===== src/rtl/secded_pkg.sv =====
package secded_pkg;

  // Hamming check bits needed for dw data bits (overall parity not included).
  function automatic int chk_bits(int dw);
    int r;
    r = 1;
    while ((1 << r) < dw + r + 1) r++;
    return r;
  endfunction

  // Codeword position of data bit idx: the idx-th non-power-of-two from 3 upward.
  function automatic int data_pos(int idx);
    int cnt;
    int found;
    cnt   = 0;
    found = 0;
    for (int p = 3; p < 2 * idx + 16; p++) begin
      if (found == 0 && (p & (p - 1)) != 0) begin
        if (cnt == idx) found = p;
        cnt++;
      end
    end
    return found;
  endfunction

  // Data bits covered by check bit k (widths up to 64).
  function automatic logic [63:0] cover_mask(int dw, int k);
    logic [63:0] m;
    m = '0;
    for (int i = 0; i < dw; i++) m[i] = ((data_pos(i) >> k) & 1) != 0;
    return m;
  endfunction

  // Number of 4-input XOR stages needed to reduce n bits to one.
  function automatic int tree_levels(int n);
    int l;
    int w;
    l = 0;
    w = n;
    while (w > 1) begin
      w = (w + 3) / 4;
      l++;
    end
    return l;
  endfunction

endpackage


===== src/rtl/secded_xor4_tree.sv =====
module secded_xor4_tree
  import secded_pkg::*;
#(
  parameter int N = 32
) (
  input  logic [N-1:0] bits_i,
  output logic         par_o
);
  localparam int LVLS = tree_levels(N);
  localparam int NP   = 4 ** LVLS;          // leaves, padded to a power of four
  localparam int TOT  = (4 * NP - 1) / 3;   // total nodes in the tree

  function automatic int lvl_off(int l);
    int off;
    int w;
    off = 0;
    w   = NP;
    for (int i = 0; i < l; i++) begin
      off += w;
      w   /= 4;
    end
    return off;
  endfunction

  logic [TOT-1:0] node;

  for (genvar g = 0; g < NP; g++) begin : g_leaf
    if (g < N) begin : g_in
      assign node[g] = bits_i[g];
    end else begin : g_pad
      assign node[g] = 1'b0;
    end
  end

  for (genvar l = 1; l <= LVLS; l++) begin : g_lvl
    localparam int SRC = lvl_off(l - 1);
    localparam int DST = lvl_off(l);
    for (genvar g = 0; g < NP / (4 ** l); g++) begin : g_x4
      assign node[DST+g] = ^node[SRC+4*g +: 4];
    end
  end

  assign par_o = node[TOT-1];
endmodule


===== src/rtl/secded_encoder.sv =====
module secded_encoder
  import secded_pkg::*;
#(
  parameter int DATA_W = 32
) (
  input  logic [DATA_W-1:0]         data_i,
  output logic [chk_bits(DATA_W):0] chk_o
);
  localparam int CHK_W = chk_bits(DATA_W);

  for (genvar k = 0; k < CHK_W; k++) begin : g_chk
    localparam logic [63:0] MASK = cover_mask(DATA_W, k);
    secded_xor4_tree #(.N(DATA_W)) u_tree (
      .bits_i (data_i & MASK[DATA_W-1:0]),
      .par_o  (chk_o[k])
    );
  end

  // Overall parity over the data and Hamming bits.
  secded_xor4_tree #(.N(DATA_W + CHK_W)) u_all (
    .bits_i ({chk_o[CHK_W-1:0], data_i}),
    .par_o  (chk_o[CHK_W])
  );
endmodule


===== src/rtl/secded_decoder.sv =====
module secded_decoder
  import secded_pkg::*;
#(
  parameter int DATA_W = 32
) (
  input  logic [DATA_W-1:0]         data_i,
  input  logic [chk_bits(DATA_W):0] chk_i,
  output logic [DATA_W-1:0]         data_o,
  output logic                      single_o,
  output logic                      double_o,
  output logic                      any_o
);
  localparam int CHK_W   = chk_bits(DATA_W);
  localparam int MAX_POS = data_pos(DATA_W - 1);

  logic [CHK_W-1:0] syn;
  logic             ovr_fail;
  logic             syn_hit;
  logic             in_range;

  for (genvar k = 0; k < CHK_W; k++) begin : g_syn
    localparam logic [63:0] MASK = cover_mask(DATA_W, k);
    secded_xor4_tree #(.N(DATA_W + 1)) u_tree (
      .bits_i ({chk_i[k], data_i & MASK[DATA_W-1:0]}),
      .par_o  (syn[k])
    );
  end

  secded_xor4_tree #(.N(DATA_W + CHK_W + 1)) u_all (
    .bits_i ({chk_i, data_i}),
    .par_o  (ovr_fail)
  );

  assign syn_hit  = (syn != '0);
  assign in_range = (32'(syn) <= 32'(MAX_POS));
  assign single_o = ovr_fail && in_range;
  assign double_o = (syn_hit && !ovr_fail) || (ovr_fail && !in_range);
  assign any_o    = ovr_fail || syn_hit;

  // Flip the one data bit whose position the syndrome names.
  for (genvar i = 0; i < DATA_W; i++) begin : g_fix
    localparam logic [CHK_W-1:0] POS = CHK_W'(data_pos(i));
    assign data_o[i] = data_i[i] ^ (single_o && (syn == POS));
  end
endmodule


===== src/rtl/secded_codec.sv =====
module secded_codec
  import secded_pkg::*;
#(
  parameter int DATA_W  = 32,
  parameter bit OUT_REG = 1'b1
) (
  input  logic                      clk,
  input  logic                      rst,
  input  logic [DATA_W-1:0]         enc_data_i,
  output logic [chk_bits(DATA_W):0] enc_chk_o,
  input  logic [DATA_W-1:0]         dec_data_i,
  input  logic [chk_bits(DATA_W):0] dec_chk_i,
  output logic [DATA_W-1:0]         dec_data_o,
  output logic                      dec_single_o,
  output logic                      dec_double_o,
  output logic                      dec_any_o
);
  localparam int CW = chk_bits(DATA_W) + 1;

  logic [CW-1:0]     enc_chk_c;
  logic [DATA_W-1:0] dec_data_c;
  logic              dec_single_c;
  logic              dec_double_c;
  logic              dec_any_c;

  secded_encoder #(.DATA_W(DATA_W)) u_enc (
    .data_i (enc_data_i),
    .chk_o  (enc_chk_c)
  );

  secded_decoder #(.DATA_W(DATA_W)) u_dec (
    .data_i   (dec_data_i),
    .chk_i    (dec_chk_i),
    .data_o   (dec_data_c),
    .single_o (dec_single_c),
    .double_o (dec_double_c),
    .any_o    (dec_any_c)
  );

  // Flag consistency holds in either build.
  assert_flags_exclusive_R8: assert property (@(posedge clk) disable iff (rst)
    !(dec_single_o && dec_double_o));
  assert_any_matches_R8: assert property (@(posedge clk) disable iff (rst)
    dec_any_o == (dec_single_o || dec_double_o));

  if (OUT_REG) begin : g_reg
    logic primed;

    always_ff @(posedge clk) begin
      if (rst) begin
        enc_chk_o    <= '0;
        dec_data_o   <= '0;
        dec_single_o <= 1'b0;
        dec_double_o <= 1'b0;
        dec_any_o    <= 1'b0;
        primed       <= 1'b0;
      end else begin
        enc_chk_o    <= enc_chk_c;
        dec_data_o   <= dec_data_c;
        dec_single_o <= dec_single_c;
        dec_double_o <= dec_double_c;
        dec_any_o    <= dec_any_c;
        primed       <= 1'b1;
      end
    end

    assert_reset_clear_R9: assert property (@(posedge clk)
      rst |=> (enc_chk_o == '0 && dec_data_o == '0 && !dec_any_o));
    assert_even_parity_R2: assert property (@(posedge clk) disable iff (rst)
      primed |-> (^{enc_chk_o, $past(enc_data_i)}) == 1'b0);
    assert_clean_pass_R3: assert property (@(posedge clk) disable iff (rst)
      (primed && !dec_any_o) |-> dec_data_o == $past(dec_data_i));
    assert_double_pass_R6: assert property (@(posedge clk) disable iff (rst)
      (primed && dec_double_o) |-> dec_data_o == $past(dec_data_i));
  end else begin : g_comb
    assign enc_chk_o    = enc_chk_c;
    assign dec_data_o   = dec_data_c;
    assign dec_single_o = dec_single_c;
    assign dec_double_o = dec_double_c;
    assign dec_any_o    = dec_any_c;

    assert_even_parity_R2: assert property (@(posedge clk) disable iff (rst)
      (^{enc_chk_o, enc_data_i}) == 1'b0);
    assert_clean_pass_R3: assert property (@(posedge clk) disable iff (rst)
      !dec_any_o |-> dec_data_o == dec_data_i);
    assert_double_pass_R6: assert property (@(posedge clk) disable iff (rst)
      dec_double_o |-> dec_data_o == dec_data_i);
  end
endmodule


===== config.mk =====
export PLATFORM = sky130hd
export DESIGN_NAME = secded_codec
export DESIGN_NICKNAME = d
export VERILOG_FILES = /design/src/rtl/secded_pkg.sv /design/src/rtl/secded_xor4_tree.sv /design/src/rtl/secded_encoder.sv /design/src/rtl/secded_decoder.sv /design/src/rtl/secded_codec.sv
export SDC_FILE = /design/constraint.sdc
export NUM_CORES = 1
export LEC_CHECK = 0
export ABC_CLOCK_PERIOD_IN_PS = 3800
export BUFFER_PORTS_ARGS = -buffer_cell sky130_fd_sc_hd__buf_4
export CORE_ASPECT_RATIO = 1.75
export CORE_MARGIN = 2
export CORE_UTILIZATION = 30
export DETAILED_ROUTE_END_ITERATION = 10
export SYNTH_ARGS = -nofsm -noshare
export SYNTH_HDL_FRONTEND = slang
export SYNTH_SLANG_ARGS = --single-unit

===== constraint.sdc =====
create_clock -name clk -period 3.8 [get_ports clk]
set_clock_uncertainty 0.2 [all_clocks]
set_input_delay 0.19 -clock clk [delete_from_list [all_inputs] [get_ports clk]]
set_output_delay 0.19 -clock clk [all_outputs]
set_load 0.01 [all_outputs]

==> impl_metrics.env <==
export IMPL_fillerInstances=1036
export IMPL_crit_end="dec_data_o[9]"
export IMPL_ir_drop_uv=293
export IMPL_fin_ws_ns=0.416
export IMPL_power_internal_mw=1.43
export IMPL_antenna_found_initial=0
export IMPL_track_usage_pct=16.7
export IMPL_grt_setup_unrepaired="no"
export IMPL_synth_avg_cell_area_um2=9.84
export IMPL_place_gp_congestion=0.829
export IMPL_viasPerCell=4.93
export IMPL_clock_root_buffer="clkbuf_16"
export IMPL_portBuffers=114
export IMPL_numClockSinks=42
export IMPL_cellPowerDensity_mw_per_mm2=578
export IMPL_max_cap_viol_count=0
export IMPL_grt_max_degree=43
export IMPL_post_drt_wl_per_cell_um=16.0
export IMPL_dr_pass1_iters=4
export IMPL_ant_nets=0
export IMPL_place_hpwl_mm=7.23
export IMPL_place_ws_ns=0.677
export IMPL_yosysTopAreaCell="dfxtp_1"
export IMPL_yosysUniqueCellTypes=27
export IMPL_relSlewSlack_pct=55.5
export IMPL_cts_htree_levels=2
export IMPL_outcome="finished with violations"
export IMPL_violations="negative hold slack"
export IMPL_crit_start="dec_data_i[1]"
export IMPL_hold_viol=1
export IMPL_drc=0
export IMPL_holdWs_ns=-0.00164
export IMPL_grt_overflow=0
export IMPL_swShare_pct=43.2
export IMPL_worst_path_max_fanout=22
export IMPL_die_h_um=139
export IMPL_cp_cell_sequence="dlygate4sd3_1 > buf_4 > xnor3_1 > xnor2_2 > xor2_1 > xnor3_2 > mux2i_2 > buf_4 > or4_1 > a21oi_1"
export IMPL_p_leak_nw=1.76
export IMPL_pwr_share_clk_pct=16.1
export IMPL_path_clk_slew_ns=0.06
export IMPL_finalMaxSlewViolations=0
export IMPL_cts_tree="yes"
export IMPL_ios=115
export IMPL_synth_seq_cells=42
export IMPL_required_ns=3.81
export IMPL_synth_yosys_warnings=0
export IMPL_seq_area_frac_synth_pct=26.9
export IMPL_seqPwrFrac_pct=21.3
export IMPL_critPathCaptureType="flop"
export IMPL_fin_crit_sh_pct=89.0
export IMPL_cpPeakStageDelay_ns=0.55
export IMPL_pwr_share_comb_pct=62.6
export IMPL_p_total_mw=2.52
export IMPL_slowest_stage="dlygate4sd3_1"
export IMPL_die_w_um=81.2
export IMPL_grt_pass1_wl_mm=14.2
export IMPL_hp_class="in2reg"
export IMPL_route_final_wire_length_mm=9.06
export IMPL_synth_fp_nets=391
export IMPL_syn2layout_area_growth_pct=39.2
export IMPL_grt_pass1_vias=2874
export IMPL_drive_gt1_share_pct=29.7
export IMPL_tns_ns=0
export IMPL_initial_core_util_pct=30.6
export IMPL_start_kind="input pin"
export IMPL_critical_path_class="in2reg"
export IMPL_power_switching_mw=1.09
export IMPL_cp_arrival_ns=3.39
export IMPL_synth_area_leaders="dfxtp_1 27%, xnor2_1 24%, o31ai_1 7.7%"
export IMPL_crit_top_cell="buf_4"
export IMPL_n_antenna_cell=0
export IMPL_core_area_mm2=0.0102
export IMPL_final_nets=511
export IMPL_drt_iter0_markers=88
export IMPL_finalSetupViolCount=0
export IMPL_synthCells=318
export IMPL_numCtsBuffers=5
export IMPL_yosysTopAreaCellShare_pct=26.9
export IMPL_dieArea_mm2=0.0113
export IMPL_max_freq_ghz=0.296
export IMPL_final_min_clock_period_ns=3.38
export IMPL_worst_pin_slew_ns=0.667
export IMPL_rows=49
export IMPL_clk_path_buf_depth=2
export IMPL_syn_area_mm2=0.00313
export IMPL_via_count=2787
## per-stage QoR
| stage | std cells | area [um2] | utilization [%] |
|---|---|---|---|
| after CTS | 565 | 4350 | 42.5 |
| final | 565 | 4350 | 42.5 |
| after global routing | 565 | 4350 | 42.5 |
| after global placement | 542 | 4060 | 39.7 |
| after floorplan | 318 | 3130 | - |
| after detailed placement | 542 | 4060 | 39.7 |
## worst min path at each step
| stage | startpoint | depth (start not counted) | endpoint | slack, ns |
|---|---|---|---|---|
| global route | dec_data_i[29] | 3 | dec_data_o[29] | 0.004 |
| finish | dec_data_i[23] | 3 | dec_data_o[23] | -0.002 |
| global placement | dec_data_i[22] | 3 | dec_data_o[22] | 0.28 |
| detailed placement | dec_data_i[22] | 3 | dec_data_o[22] | 0.28 |
| floorplan | dec_data_i[1] | 2 | dec_data_o[1] | 0.14 |
| CTS | dec_data_i[23] | 3 | dec_data_o[23] | 0.0001 |
## logic make-up (layout without fill, tap and decap cells)
logic type      Yosys count  count (layout)  synth area share [%]
flops                    42              42                  26.9
buf+inv                  19             139                  3.20
simple gates             62              62                  12.4
mux                       3               3                  1.20
compound gates           65              65                  13.0
xor+xnor                127             127                  43.4
## synthesized netlist by cell type
master    instances
a21oi_1          33
and2_1            3
and4b_1           1
buf_1             1
buf_2             2
buf_4             3
buf_6             2
clkbuf_1         11
dfxtp_1          42
mux2i_1           1
mux2i_2           2
nand2_1           9
nand2b_1          2
nand3_1           1
nand3b_1          1
nor2_1            9
nor2b_1           3
o31ai_1          32
or3_1             1
or4_1            32
xnor2_1          85
xnor2_2           4
xnor3_1           9
xnor3_2           1
xor2_1           23
xor3_1            4
xor3_2            1
## sequential cells by signal (all words and copies together) (netlist names)
signal	flops
dec_data_o	32
dec_double_o	1
enc_chk_o	7
dec_any_o	1
dec_single_o	1
## power by group through the flow
stage	Combinational, mW	Clock (mW)	Sequential (mW)
after global routing	1.71	0.433	0.543
after detailed placement	1.56	0	0.545
final	1.57	0.406	0.537
after CTS	1.58	0.418	0.538
after floorplan	1.14	0	0.577
after global placement	1.54	0	0.545
## worst max-delay path: cells and delay by family
kind	cells	cell delay [ns]
xor gates and xnor gates	4	1.39
muxes	1	0.18
buffers and inverters	3	0.91
AOI/OAI and AO/OA	1	0.19
and+or+nand+nor	1	0.52
## area by class of cell
type                    count  area, um2  area share (%)
repair buffers            132       1030            23.7
multi-input cells         257       2190            50.3
clock buffers               7        133            3.05
flip-flops and latches     42        841            19.3
well taps                 127        159            3.65
## cells in the final DEF, fill, tap and decap left out
master / count
nand2_1: 9
nor2_1: 9
xor3_1: 4
xor3_2: 1
mux2i_2: 3
or4_1: 32
or3_1: 1
dfxtp_1: 42
and4b_1: 1
nand2b_1: 2
buf_4: 116
clkbuf_1: 2
clkbuf_16: 5
a21oi_1: 33
nand3b_1: 1
xnor2_2: 4
nand3_1: 1
nor2b_1: 3
xnor3_2: 1
o31ai_1: 32
xnor2_1: 85
xnor3_1: 9
dlygate4sd3_1: 16
and2_1: 3
xor2_1: 23
## repair_timing
item / CTS / global route
hold buffers: 16 / 0
resized for setup: 0 / 0
hold endpoints to repair: 16 / 0
setup buffers: 0 / 0
## per-layer routing
metal	share of wire, %	GRT usage [%]
met3	6.2	3.97
met4	3.0	7.58
met1	33	15.0
met2	58	33.0
met5	0	0
(Power assumes the default switching activity.)
